===== src/rtl/lbist_pkg.sv =====
package lbist_pkg;
  typedef enum logic [2:0] {
    ST_IDLE,
    ST_SHIFT,
    ST_CAPT,
    ST_UNLOAD,
    ST_DONE
  } lbist_state_e;

  localparam logic [15:0] LFSR16_TAPS = 16'hB400;  // bits 15,13,12,10
endpackage


===== src/rtl/lbist_prpg.sv =====
module lbist_prpg #(
  parameter int          W     = 16,
  parameter logic [W-1:0] TAPS = 16'hB400,
  parameter logic [W-1:0] SEED = 16'hACE1
) (
  input  logic         clk_i,
  input  logic         rst_ni,
  input  logic         load_i,
  input  logic         step_i,
  output logic [W-1:0] state_o
);
  logic [W-1:0] q;

  always_ff @(posedge clk_i or negedge rst_ni) begin
    if (!rst_ni)     q <= SEED;
    else if (load_i) q <= SEED;
    else if (step_i) q <= {q[W-2:0], ^(q & TAPS)};
  end

  assign state_o = q;
endmodule


===== src/rtl/lbist_misr.sv =====
module lbist_misr #(
  parameter int           W    = 16,
  parameter logic [W-1:0] TAPS = 16'hB400
) (
  input  logic         clk_i,
  input  logic         rst_ni,
  input  logic         clear_i,
  input  logic         en_i,
  input  logic [W-1:0] data_i,
  output logic [W-1:0] sig_o
);
  logic [W-1:0] q;

  always_ff @(posedge clk_i or negedge rst_ni) begin
    if (!rst_ni)      q <= '0;
    else if (clear_i) q <= '0;
    else if (en_i)    q <= {q[W-2:0], ^(q & TAPS)} ^ data_i;
  end

  assign sig_o = q;
endmodule


===== src/rtl/lbist_cut.sv =====
module lbist_cut #(
  parameter int NUM_CHAINS = 2,
  parameter int CHAIN_LEN  = 4
) (
  input  logic                  clk_i,
  input  logic                  rst_ni,
  input  logic                  scan_en_i,
  input  logic                  fault_i,
  input  logic [NUM_CHAINS-1:0] scan_in_i,
  output logic [NUM_CHAINS-1:0] scan_out_o
);
  localparam int NF = NUM_CHAINS * CHAIN_LEN;

  logic [NF-1:0] q, d;

  for (genvar i = 0; i < NF; i++) begin : g_ff
    localparam int K  = i % CHAIN_LEN;
    localparam int C  = i / CHAIN_LEN;
    localparam int IP = (i + NF - 1) % NF;
    localparam int I1 = (i + 1) % NF;
    localparam int I2 = (i + 2) % NF;
    logic and_net, d_scan, d_func;

    if (i == 0) begin : g_flt
      assign and_net = fault_i ? 1'b0 : (q[I1] & q[I2]);  // stuck-at-0 site
    end else begin : g_ok
      assign and_net = q[I1] & q[I2];
    end

    if (K == 0) begin : g_head
      assign d_scan = scan_in_i[C];
    end else begin : g_body
      assign d_scan = q[i-1];
    end

    assign d_func = q[IP] ^ and_net;
    assign d[i]   = scan_en_i ? d_scan : d_func;
  end

  for (genvar c = 0; c < NUM_CHAINS; c++) begin : g_so
    assign scan_out_o[c] = q[c*CHAIN_LEN + CHAIN_LEN - 1];
  end

  always_ff @(posedge clk_i or negedge rst_ni) begin
    if (!rst_ni) q <= '0;
    else         q <= d;
  end
endmodule


===== src/rtl/lbist_ctrl.sv =====
module lbist_ctrl #(
  parameter int               NUM_CHAINS = 2,
  parameter int               CHAIN_LEN  = 4,
  parameter int               N_PATTERNS = 100000,
  parameter int               SIG_W      = 16,
  parameter logic [SIG_W-1:0] SEED       = 16'hACE1,
  parameter logic [SIG_W-1:0] GOLDEN     = 16'h0000
) (
  input  logic clk_i,
  input  logic rst_ni,
  input  logic start_i,
  input  logic fault_i,
  output logic busy_o,
  output logic done_o,
  output logic pass_o
);
  import lbist_pkg::*;

  localparam int SH_W  = $clog2(CHAIN_LEN + 1);
  localparam int PAT_W = $clog2(N_PATTERNS + 1);
  localparam logic [SH_W-1:0]  SH_LAST  = SH_W'(CHAIN_LEN - 1);
  localparam logic [PAT_W-1:0] PAT_LAST = PAT_W'(N_PATTERNS - 1);

  lbist_state_e     state_q;
  logic [SH_W-1:0]  sh_q;
  logic [PAT_W-1:0] pat_q;
  logic             pass_q;

  logic                  scan_en, accept, misr_en;
  logic [SIG_W-1:0]      prpg_q, sig_q, misr_din;
  logic [NUM_CHAINS-1:0] so;

  assign accept  = start_i && (state_q == ST_IDLE);
  assign scan_en = (state_q == ST_SHIFT) || (state_q == ST_UNLOAD);
  // first load flushes unknown core state: keep it out of the signature
  assign misr_en = (state_q == ST_UNLOAD) || ((state_q == ST_SHIFT) && (pat_q != '0));
  assign misr_din = {{(SIG_W-NUM_CHAINS){1'b0}}, so};

  always_ff @(posedge clk_i or negedge rst_ni) begin
    if (!rst_ni) begin
      state_q <= ST_IDLE;
      sh_q    <= '0;
      pat_q   <= '0;
      pass_q  <= 1'b0;
    end else begin
      unique case (state_q)
        ST_IDLE: if (accept) begin
          state_q <= ST_SHIFT;
          sh_q    <= '0;
          pat_q   <= '0;
          pass_q  <= 1'b0;
        end
        ST_SHIFT: begin
          if (sh_q == SH_LAST) begin
            sh_q    <= '0;
            state_q <= ST_CAPT;
          end else sh_q <= sh_q + 1'b1;
        end
        ST_CAPT: begin
          if (pat_q == PAT_LAST) state_q <= ST_UNLOAD;
          else begin
            pat_q   <= pat_q + 1'b1;
            state_q <= ST_SHIFT;
          end
        end
        ST_UNLOAD: begin
          if (sh_q == SH_LAST) begin
            sh_q    <= '0;
            state_q <= ST_DONE;
          end else sh_q <= sh_q + 1'b1;
        end
        ST_DONE: begin
          pass_q  <= (sig_q == GOLDEN);
          state_q <= ST_IDLE;
        end
        default: state_q <= ST_IDLE;
      endcase
    end
  end

  lbist_prpg #(.W(SIG_W), .TAPS(lbist_pkg::LFSR16_TAPS), .SEED(SEED)) u_prpg (
    .clk_i  (clk_i),
    .rst_ni (rst_ni),
    .load_i (accept),
    .step_i (scan_en),
    .state_o(prpg_q)
  );

  lbist_cut #(.NUM_CHAINS(NUM_CHAINS), .CHAIN_LEN(CHAIN_LEN)) u_cut (
    .clk_i     (clk_i),
    .rst_ni    (rst_ni),
    .scan_en_i (scan_en),
    .fault_i   (fault_i),
    .scan_in_i (prpg_q[NUM_CHAINS-1:0]),
    .scan_out_o(so)
  );

  lbist_misr #(.W(SIG_W), .TAPS(lbist_pkg::LFSR16_TAPS)) u_misr (
    .clk_i  (clk_i),
    .rst_ni (rst_ni),
    .clear_i(accept),
    .en_i   (misr_en),
    .data_i (misr_din),
    .sig_o  (sig_q)
  );

  assign busy_o = (state_q != ST_IDLE);
  assign done_o = (state_q == ST_DONE);
  assign pass_o = done_o ? (sig_q == GOLDEN) : pass_q;
endmodule


===== config.mk =====
export PLATFORM = sky130hd
export DESIGN_NAME = lbist_ctrl
export DESIGN_NICKNAME = d
export VERILOG_FILES = /design/src/rtl/lbist_pkg.sv /design/src/rtl/lbist_prpg.sv /design/src/rtl/lbist_misr.sv /design/src/rtl/lbist_cut.sv /design/src/rtl/lbist_ctrl.sv
export SDC_FILE = /design/constraint.sdc
export NUM_CORES = 1
export LEC_CHECK = 0
export BUFFER_PORTS_ARGS = -buffer_cell sky130_fd_sc_hd__buf_2
export CAP_MARGIN = 20
export CORE_ASPECT_RATIO = 0.5
export CORE_MARGIN = 2
export CORE_UTILIZATION = 50
export CTS_CLUSTER_DIAMETER = 30
export DETAILED_ROUTE_END_ITERATION = 10
export PLACE_DENSITY = 0.68
export RECOVER_POWER = 25
export REMOVE_ABC_BUFFERS = 1
export SYNTH_ARGS = -nofsm -noshare
export SYNTH_HDL_FRONTEND = slang
export SYNTH_SLANG_ARGS = --single-unit

===== constraint.sdc =====
create_clock -name clk_i -period 2 [get_ports clk_i]
set_input_delay 0.4 -clock clk_i [delete_from_list [all_inputs] [get_ports clk_i]]
set_output_delay 0.4 -clock clk_i [all_outputs]
set_load 0.1 [all_outputs]

==> qor.yml <==
pwr:
  p_per_area_mw_per_mm2: 702
  seqPwrFrac_pct: 47.2
  p_sw_mw: 0.585
  combPwrFrac_pct: 1.3
  p_leak_nw: 1.66
  power.internal_mw: 2.17
  p_clk_share_pct: 51.5
  p_sw_share_pct: 21.2
  fin_total_pwr_mw: 2.76
  ir_drop_v: 0.000469
clock_network:
  clock-root-buffer: "clkbuf_16"
  h-tree-depth: 3
  clkSinkCount: 64
  hold_buffers: 0
  cts_buffers: 9
  tritoncts: "built"
  cts_buffer_depth: 2
  worstSkewPairLatency_ns: 0.33
  clkTransAtPathRegs_ns: 0.05
timing:
  finalMaxSlewViolations: 0
  setup_viol: 17
  fmax_ghz: 0.464
  relSlewSlack_pct: 8.05
  hold_viol: 0
  rsz0062_at_grt: "true"
  setup_ws_ns: -0.157
  tns_ns: -1.36
  period_minus_slack_ns: 2.16
  finalClockSkew_ns: 0.00564
  worst_pin_slew_ns: 1.38
  holdWs_ns: 0.373
  post-route-period-util_pct: 108
floorplanning:
  die_h_um: 60.3
  rows: 20
  dieArea_mm2: 0.00703
  start_util_pct: 51.9
  top_level_ports: 7
  core_mm2: 0.00611
  die_w_um: 117
grt:
  overflow: 0
  grt_max_degree: 29
  grt_pass1_wl_mm: 12.0
  met3_usage_pct: 6.09
  busiest_layer: "met2"
  grt_util_met1_pct: 29.4
  grtUsageMet2_pct: 36.5
  grt_usage_pct: 22.8
  grt_pass1_vias: 2525
  antenna_found_initial: 0
placed_design:
  dpl_worst_slack_ns: -0.0903
  dp_hpwl_mm: 4.56
  gp_congestion: 0.879
  port_buffers: 6
detailed_routing:
  drc: 0
  dr.pass1.iters: 4
  antenna_left: 0
  routed_wl_mm: 7.01
  wire_per_inst_um: 15.5
  vias_per_cell: 5.69
  first_iter_violations: 172
  vias: 2572
critical_path:
  path_cells: "inv_2, ha_4, nor4b_4, nand4_1, or2_4, nand2_4, buf_12"
  cp-end-kind: "output pin"
  setup.worst_path.class: "reg2out"
  path_delay_family: "simple AND/OR/NAND/NOR gates"
  critPathMaxStageDelay_ns: 0.38
  crit_buf_inv: 2
  cp-start-kind: "register"
  slowest_stage: "dfrtp_1"
  r2r_setup_slack_ns: -0.11
  cp_data_required_time_ns: 1.60
  critPathMaxFanout: 2
  worstPathArrival_ns: 1.76
layout:
  fin_nets: 367
  syn2layout_area_growth_pct: 23.9
  finalCoreUtilization_pct: 64.3
  fillers: 512
  n_antenna_cell: 0
  layout-drive-gt1-share_pct: 23.4
logic_synthesis:
  synth_top_area_share_pct: 44.2
  syn-instance-count: 325
  synth_top_cell_by_area: "dfrtp_1"
  synth_common_cells: "nand2_1 (67), dfrtp_1 (56), nand3_1 (22)"
  syn_area_mm2: 0.00317
  syn_avg_cell_area_um2: 9.75
  synth.most_common_cell: "nand2_1"
  synth_cell_type_count: 51
  ys_seq_area_share_pct: 50.9
  synth_seq_cells: 64
  ys_warn_count: 0
  async_reset_ff_share_pct: 100
  synthFlopType: "dfrtp_1"
  synth_edf_count: 0
  yosys-top-cells-area: "dfrtp_1 (44%), nand2_1 (7.9%), dfstp_2 (6.6%)"
run_status:
  violations: "negative setup slack"
  outcome: "finished, violations left"
job:
  maxCapViolations: 0
min_path:
  min-delay-path-class: "in2async"
-- logic make-up after synthesis --
group,synth area share (%)
fa+ha+maj,1.58
simple gates,22.5
compound gates,12.2
mux,5.06
buf+inv,3.67
xor+xnor,4.15
flops,50.9
-- sequential cells by signal (all words and copies together) (netlist names) --
signal          count
pass_q              1
pat_q              17
sh_q                3
state_q             3
u_cut.q             8
u_misr.sig_o       16
u_prpg.state_o     16
-- per-layer routing --
layer	vias up	share of wire, %
li1	1229	-
met1	1265	47
met2	61	46
met3	17	4.8
met4	0	2.3
met5	-	0
-- final timing paths --
kind / from / end / cells after the start
max reg2reg: pat_q[12] / u_misr.sig_o[11] / 5
min reg2reg: u_prpg.state_o[9] / u_prpg.state_o[10] / 2
min in group clk_i: fault_i / u_cut.q[0] / 4
min: rst_ni / pat_q[0] / 1
max in group asynchronous: rst_ni / u_misr.sig_o[3] / 2
max: u_misr.sig_o[12] / pass_o / 7
-- what timing repair did --
item                                    4_1_cts  5_1_grt
cloned                                        0        1
endpoints found under the setup margin       24       31
pin swaps                                     1        3
resized for setup                            11       11
buffers inserted                             14        1
-- cells in the final DEF (no fill, tap or decap), drive strengths merged, types with 3 or more instances in the layout --
| cell | Yosys | final |
|---|---|---|
| inv | 8 | 8 |
| nor3 | 5 | 5 |
| nand3 | 22 | 22 |
| nand4 | 10 | 10 |
| nor4 | 6 | 6 |
| clkinvlp | 0 | 3 |
| mux2i | 16 | 16 |
| a211o | 3 | 3 |
| or4 | 4 | 4 |
| ha | 4 | 4 |
| dfstp | 8 | 8 |
| a31oi | 9 | 9 |
| o211a | 3 | 3 |
| xnor2 | 14 | 14 |
| o21ai | 15 | 15 |
| a21oi | 11 | 11 |
| and3 | 4 | 4 |
| and4 | 3 | 3 |
| dfrtp | 56 | 56 |
| buf | 3 | 38 |
| nand2 | 67 | 67 |
| clkbuf | 17 | 16 |
| nor2 | 7 | 7 |
-- power groups by stage --
stage          registers (mW)  logic (mW)  clock network (mW)
2_1_floorplan            1.32     0.00390                   0
3_3_place_gp             1.32      0.0404                   0
3_5_place_dp             1.32      0.0420                   0
4_1_cts                  1.30      0.0420                1.44
5_1_grt                  1.30      0.0414                1.52
6_report                 1.30      0.0351                1.42
-- stage by stage --
stage | instances | cell area (µm²)
after CTS | 451 | 3870
after global placement | 421 | 3440
after detailed placement | 421 | 3440
after floorplan | 305 | 3080
final | 452 | 3930
after global routing | 452 | 3930
-- final cells by class --
cell class	instances	area [µm²]	area share, %
inverters	8	30.0	0.765
multi-input cells	233	1530	38.9
clock buffers	11	243	6.18
flip-flops and latches	64	1610	41.0
well taps	88	110	2.80
clock inverters	5	32.5	0.829
repair buffers	43	370	9.43
No activity file was read; power rests on OpenSTA's default activity.
